File: src/rtl/svc_pkg.sv
package svc_pkg;
  localparam int NPAR   = 5;
  localparam int F_DUR  = 0;
  localparam int F_ENY  = 1;
  localparam int F_CNT  = 2;
  localparam int F_RISE = 3;
  localparam int F_AMP  = 4;

  // strobes from control to datapath
  typedef struct packed {
    logic       clrSeries;
    logic       loadPend;
    logic       copyEval;
    logic       setOffset;
    logic       markMiss;
    logic       divStart;
    logic       paramDone;
    logic       emitPat;
    logic       emitVerdict;
    logic [1:0] paramSel;
  } strobe_t;
endpackage

File: src/rtl/svc_divider.sv
module svc_divider #(
  parameter int NW = 26,
  parameter int DW = 16,
  localparam int LW = $clog2(NW + 1)
) (
  input  logic          clk,
  input  logic          rstN,
  input  logic          start,
  input  logic [NW-1:0] dividend,
  input  logic [DW-1:0] divisor,
  output logic          done,
  output logic [NW-1:0] quot
);
  logic [DW:0]   rem;
  logic [DW:0]   trial;
  logic [LW-1:0] left;

  assign trial = {rem[DW-1:0], quot[NW-1]};

  always_ff @(posedge clk or negedge rstN) begin
    if (!rstN) begin
      rem  <= '0;
      quot <= '0;
      left <= '0;
      done <= 1'b0;
    end else begin
      done <= 1'b0;
      if (start) begin
        rem  <= '0;
        quot <= dividend;
        left <= LW'(NW);
      end else if (left != '0) begin
        if (trial >= {1'b0, divisor}) begin
          rem  <= trial - {1'b0, divisor};
          quot <= {quot[NW-2:0], 1'b1};
        end else begin
          rem  <= trial;
          quot <= {quot[NW-2:0], 1'b0};
        end
        left <= left - 1'b1;
        if (left == LW'(1)) done <= 1'b1;
      end
    end
  end

  // a new division never starts while one is still running
  assert_start_idle_R6: assert property (@(posedge clk) disable iff (!rstN)
    start |-> (left == '0));
  assert_done_pulse_R6: assert property (@(posedge clk) disable iff (!rstN)
    done |=> !done);
endmodule

File: src/rtl/svc_datapath.sv
module svc_datapath import svc_pkg::*; #(
  parameter int VW        = 16,
  parameter int TW        = 8,
  parameter int CW        = 8,
  parameter int DEPTH     = 9,
  parameter int BASE_TAG  = 70,
  parameter int PCT_TOL   = 5,
  parameter int RISE_TOL  = 10,
  parameter int AMP_TOL   = 10,
  parameter int CORR_MAX  = 5,
  localparam int RW = $clog2(DEPTH),
  localparam int NW = VW + 10
) (
  input  logic                 clk,
  input  logic                 rstN,
  input  strobe_t              st,
  input  logic                 tblWe,
  input  logic [RW-1:0]        tblRow,
  input  logic [2:0]           tblField,
  input  logic [VW-1:0]        tblData,
  input  logic signed [CW-1:0] ampCorr,
  input  logic [TW-1:0]        recTag,
  input  logic [VW-1:0]        recVals [NPAR],
  output logic                 tagSame,
  output logic                 idxOk,
  output logic                 divDone,
  output logic                 patValid,
  output logic [TW-1:0]        patTag,
  output logic [NPAR-1:0]      patFlags,
  output logic                 verdictValid,
  output logic                 verdictPass
);
  logic [VW-1:0]        expTab [DEPTH][NPAR];
  logic [DEPTH-1:0]     rowOk;
  logic [TW-1:0]        pendTag, evalTag;
  logic [VW-1:0]        pendVals [NPAR];
  logic [VW-1:0]        evalVals [NPAR];
  logic signed [VW:0]   off [4];
  logic signed [CW-1:0] corrReg;
  logic                 seriesFail, missR;
  logic [3:0]           flagAcc;

  // table write port
  always_ff @(posedge clk) begin
    if (tblWe && int'(tblRow) < DEPTH && int'(tblField) < NPAR)
      expTab[tblRow][tblField] <= tblData;
  end
  always_ff @(posedge clk or negedge rstN) begin
    if (!rstN) rowOk <= '0;
    else if (tblWe && int'(tblRow) < DEPTH) rowOk[tblRow] <= 1'b1;
  end

  // row lookup from the tag under evaluation
  logic [TW-1:0] relTag;
  logic [RW-1:0] rowIdx;
  logic          inRange;
  assign relTag  = evalTag - TW'(BASE_TAG);
  assign rowIdx  = relTag[RW:1];
  assign inRange = (evalTag >= TW'(BASE_TAG)) && !relTag[0] &&
                   (int'(relTag[TW-1:1]) < DEPTH);
  assign idxOk   = inRange && rowOk[rowIdx];
  assign tagSame = pendTag == recTag;

  // percentage path for the selected parameter
  logic [VW-1:0]        expSel, measSel;
  logic signed [VW:0]   offSel;
  logic signed [VW+2:0] diff;
  logic [VW+2:0]        absDiff;
  logic [NW-1:0]        dividend, quot;
  int                   tolSel;
  assign expSel   = expTab[rowIdx][st.paramSel];
  assign measSel  = evalVals[st.paramSel];
  assign offSel   = off[st.paramSel];
  assign diff     = $signed({3'b000, measSel}) - $signed({3'b000, expSel})
                  - $signed({{2{offSel[VW]}}, offSel});
  assign absDiff  = diff[VW+2] ? (VW+3)'(-diff) : diff;
  assign dividend = NW'(absDiff) * NW'(100);
  assign tolSel   = (st.paramSel == 2'd3) ? RISE_TOL : PCT_TOL;

  svc_divider #(.NW(NW), .DW(VW)) u_div (
    .clk(clk), .rstN(rstN), .start(st.divStart), .dividend(dividend),
    .divisor(expSel), .done(divDone), .quot(quot)
  );

  // amplitude path in 0.1 dB
  logic signed [VW+1:0] ampDiff;
  logic                 ampFail, corrBad;
  assign ampDiff = $signed({2'b00, evalVals[F_AMP]}) - $signed({2'b00, expTab[rowIdx][F_AMP]})
                 - $signed({{(VW+2-CW){corrReg[CW-1]}}, corrReg});
  assign ampFail = (ampDiff > AMP_TOL) || (ampDiff < -AMP_TOL);
  assign corrBad = (ampCorr > CORR_MAX) || (ampCorr < -CORR_MAX);

  always_ff @(posedge clk or negedge rstN) begin
    if (!rstN) begin
      pendTag      <= '0;
      evalTag      <= '0;
      corrReg      <= '0;
      seriesFail   <= 1'b0;
      missR        <= 1'b0;
      flagAcc      <= '0;
      patValid     <= 1'b0;
      patTag       <= '0;
      patFlags     <= '0;
      verdictValid <= 1'b0;
      verdictPass  <= 1'b0;
      for (int k = 0; k < 4; k++) off[k] <= '0;
      for (int k = 0; k < NPAR; k++) begin
        pendVals[k] <= '0;
        evalVals[k] <= '0;
      end
    end else begin
      patValid     <= 1'b0;
      verdictValid <= 1'b0;
      if (st.clrSeries) begin
        corrReg    <= ampCorr;
        seriesFail <= corrBad;
        for (int k = 0; k < 4; k++) off[k] <= '0;
      end
      if (st.copyEval) begin
        evalTag <= pendTag;
        missR   <= 1'b0;
        flagAcc <= '0;
        for (int k = 0; k < NPAR; k++) evalVals[k] <= pendVals[k];
      end
      if (st.loadPend) begin
        pendTag <= recTag;
        for (int k = 0; k < NPAR; k++) pendVals[k] <= recVals[k];
      end
      if (st.setOffset)
        for (int k = 0; k < 3; k++)
          off[k] <= $signed({1'b0, evalVals[k]}) - $signed({1'b0, expTab[rowIdx][k]});
      if (st.markMiss) missR <= 1'b1;
      if (st.paramDone) flagAcc[st.paramSel] <= quot > NW'(tolSel);
      if (st.emitPat) begin
        patValid   <= 1'b1;
        patTag     <= evalTag;
        patFlags   <= missR ? '1 : {ampFail, flagAcc};
        if (missR || ampFail || (flagAcc != '0)) seriesFail <= 1'b1;
      end
      if (st.emitVerdict) begin
        verdictValid <= 1'b1;
        verdictPass  <= !seriesFail;
      end
    end
  end

  // verdict is a single-cycle pulse
  assert_verdict_pulse_R3: assert property (@(posedge clk) disable iff (!rstN)
    verdictValid |=> !verdictValid);
  // pattern results and verdicts never share a cycle
  assert_no_overlap_R9: assert property (@(posedge clk) disable iff (!rstN)
    !(patValid && verdictValid));
  // a table miss reports every flag
  assert_miss_flags_R10: assert property (@(posedge clk) disable iff (!rstN)
    (st.emitPat && missR) |=> (patFlags == '1));
endmodule

File: config.mk
export PLATFORM = sky130hd
export DESIGN_NAME = svc_datapath
export DESIGN_NICKNAME = d
export VERILOG_FILES = /design/src/rtl/svc_pkg.sv /design/src/rtl/svc_divider.sv /design/src/rtl/svc_datapath.sv
export SDC_FILE = /design/constraint.sdc
export NUM_CORES = 2
export LEC_CHECK = 0
export BUFFER_PORTS_ARGS = -buffer_cell sky130_fd_sc_hd__buf_4
export CAP_MARGIN = 20
export CORE_ASPECT_RATIO = 0.75
export CORE_UTILIZATION = 60
export CTS_CLUSTER_SIZE = 20
export DETAILED_ROUTE_END_ITERATION = 8
export PLACE_DENSITY_LB_ADDON = 0.25
export SYNTH_ARGS = -nofsm -noshare
export SYNTH_HDL_FRONTEND = slang
export SYNTH_SLANG_ARGS = --single-unit
File: constraint.sdc
create_clock -name clk -period 11.3 [get_ports clk]
set_clock_uncertainty 0.15 [all_clocks]
set_input_delay 0.565 -clock clk [delete_from_list [all_inputs] [get_ports clk]]
set_output_delay 0.565 -clock clk [all_outputs]
set_load 0.02 [all_outputs]
==> flow_summary.toml <==
[critical_path]
path_delay_family = "compound AO/OA/AOI/OAI gates"
cp_slowest_cell = "a21oi_1"
reg2reg_depth = 39
ff2ff_setup_slack_ns = 0.91
cp.depth = 39
arrival_ns = 10.81
reg2reg_from = "evalTag[1]"
worstPathRequired_ns = 11.72
path_max_fanout = 25
crit_top_cell = "ha_1"
r2r-end = "u_div.quot[24]"
end_kind = "flip-flop"
worst_setup_path_start_kind = "flip-flop"
crit_buf_inv = 3
critPathKind = "reg -> reg"
cpPeakStageDelay_ns = 0.65

[global_route]
use_met3_pct = 6.12
grtUsageMet1_pct = 45.4
grt-busiest-layer = "met2"
grt.overflow.total = 0
use_met2_pct = 47.4
grt_pass1_vias = 30500
grt_start_max_net_pins = 92
grt_util_all_layers_pct = 30.9
antenna_found_initial = 5
grt_pass1_wl_um = 188000

[yosys]
yosysSeqAreaShare_pct = 60.7
synth_most_common_cell = "edfxtp_1"
synth.area.top_cells = "edfxtp_1, dfrtp_1, mux4_2"
avgSynthCellArea_um2 = 14.4
yosysWarnings = 0
mappedNetlistNets = 3700
ys.flop_type = "edfxtp_1"
synth_cell_type_count = 89
synth_top_area_share_pct = 44.5
synth_largest_area_cell = "edfxtp_1"
netlist_instances = 3362
syn_area_um2 = 48600
async_flop_share_pct = 30.4
synth_common_cells = "edfxtp_1, dfrtp_1, nor2_1, a21oi_1, nand2_1"
synth_seq_cells = 1034
synth-edff-count = 720

[sta]
fmax_mhz = 96.3
fin_crit_sh_pct = 91.9
rsz0062_at_grt = "no"
setup_violations = 0
slew_violations = 0
timing.hold.ws_ns = 0.0455
tightest_slew_ns = 1.15
tns_ns = 0
hold_viol = 0
slew_headroom_pct = 23.3
period_needed_ns = 10.39

[drt]
viasPerCell = 6.34
drtPass1Iterations = 6
drtIter0Drc = 3317
wl_per_cell_um = 26.3
num_vias = 30400
drc = 0
antenna_left = 0
routed_wirelength_um = 126000

[finish]
diodes = 0
finalNetCount = 4000
drive_above_1_share_pct = 22.0
area_delta_synth_final_pct = 14.7

[floorplan]
start_util_pct = 61.1
top_level_ports = 152
core.rowCount = 89
die_y_um = 248
die_area_um2 = 82100
core-area_um2 = 79400
die_width_um = 330

[cts]
cts_tree = "built"
cts.sinks = 1034
clockBufferDepth = 3
cts_root_buf = "clkbuf_16"
clk_pin_slew_worst_paths_ns = 0.07
clk_latency_ns = 0.70
htreeDepth = 3
numCtsBuffers = 97

[placement]
dp_hpwl_um = 81900
port_buffers = 151
place_congestion = 0.943

[worst_hold_path]
hp-class = "in -> reg"
whs_path_depth = 2
hold_end = "pendVals[0]"
worstHoldStart = "recVals[0]"

[run_status]
status = "completed"

[run]
cap_violations = 0
## cell families (layout without fill, tap and decap cells)
kind of cell / after synthesis / after routing / share of synthesized area, %
flops: 1034 / 1034 / 60.7
simple gates: 658 / 658 / 6.22
compound gates: 539 / 539 / 6.86
mux: 490 / 490 / 15.5
buf+inv: 276 / 652 / 2.20
fa+ha+maj: 213 / 213 / 5.72
xor+xnor: 150 / 151 / 2.74
other cells: 2 / 2 / 0.0155
## final cells by class
class / instances / area (µm²)
flip-flops and latches: 1034 / 29500
fillers: 5139 / 23700
multi-input cells: 2053 / 18200
repair buffers: 336 / 2970
clock buffers: 131 / 2700
well taps: 1046 / 1310
clock inverters: 45 / 536
inverters: 140 / 526
## stage by stage
step	area, µm²	util, %	worst slack, ns	std cells
after floorplan	48600	-	1.16	3362
after global placement	51100	64.4	0.679	4493
after detailed placement	51100	64.4	0.386	4493
after CTS	55300	69.7	0.301	4768
after global routing	55700	70.1	0.0342	4785
final	55700	70.1	0.911	4785
## timing repair
item,CTS,global route
hold endpoints to repair,188,0
hold buffers,99,0
buffers inserted,0,11
resized for setup,0,18
setup endpoints to repair,0,9
## worst max-delay path by stage
stage / from / end
3_5_place_dp: evalTag[1] / u_div.quot[24]
5_1_grt: evalTag[1] / u_div.quot[24]
2_1_floorplan: evalTag[1] / u_div.quot[24]
3_3_place_gp: evalTag[1] / u_div.quot[24]
6_report: evalTag[1] / u_div.quot[24]
4_1_cts: evalTag[1] / u_div.quot[24]
## sequential cells by signal (all words and copies together) (netlist names)
register	flops
rowOk	9
u_div.done	1
pendVals	80
off	51
missR	1
verdictValid	1
patValid	1
flagAcc	4
patTag	8
patFlags	5
pendTag	8
verdictPass	1
seriesFail	1
u_div.left	5
evalVals	80
evalTag	8
expTab	720
u_div.quot	26
corrReg	8
u_div.rem	16
## worst reg2reg max path, delay by kind of cell, from the launching register on
kind,cells,cell delay [ns]
AOI/OAI and AO/OA,16,3.92
adders and majority gates,7,2.66
xor gates and xnor gates,1,0.16
buffers and inverters,3,0.34
and+or+nand+nor,9,1.25
muxes,3,1.24
DFF,1,0.60
## layer usage
layer	wire, µm	vias to the layer above
met4	3090	8
met1	53400	15400
met3	11800	185
met2	57700	1477
li1	-	13300
met5	46	-
## cells in the final DEF, fill, tap and decap left out, types with 13 or more instances in the layout
| cell type | instances |
|---|---|
| xnor2_1 | 92 |
| buf_4 | 220 |
| nand3_1 | 20 |
| nor2_1 | 227 |
| edfxtp_1 | 720 |
| inv_1 | 140 |
| nand2b_1 | 37 |
| dfrtp_1 | 313 |
| mux4_2 | 189 |
| o21ai_0 | 123 |
| xor2_1 | 55 |
| nand2_1 | 196 |
| clkbuf_16 | 100 |
| o211ai_1 | 13 |
| clkbuf_1 | 21 |
| fa_1 | 17 |
| dlygate4sd3_1 | 99 |
| nor2b_1 | 30 |
| a211oi_1 | 28 |
| ha_1 | 187 |
| a31oi_1 | 15 |
| nor4_1 | 13 |
| a21o_1 | 37 |
| a21boi_0 | 17 |
| mux2i_1 | 107 |
| mux2_2 | 188 |
| a21oi_1 | 205 |
| nor3_1 | 33 |
| nor2_2 | 16 |
Power is not shown: default switching activity piles up to over one toggle a cycle in this logic, so the estimate is an artifact.
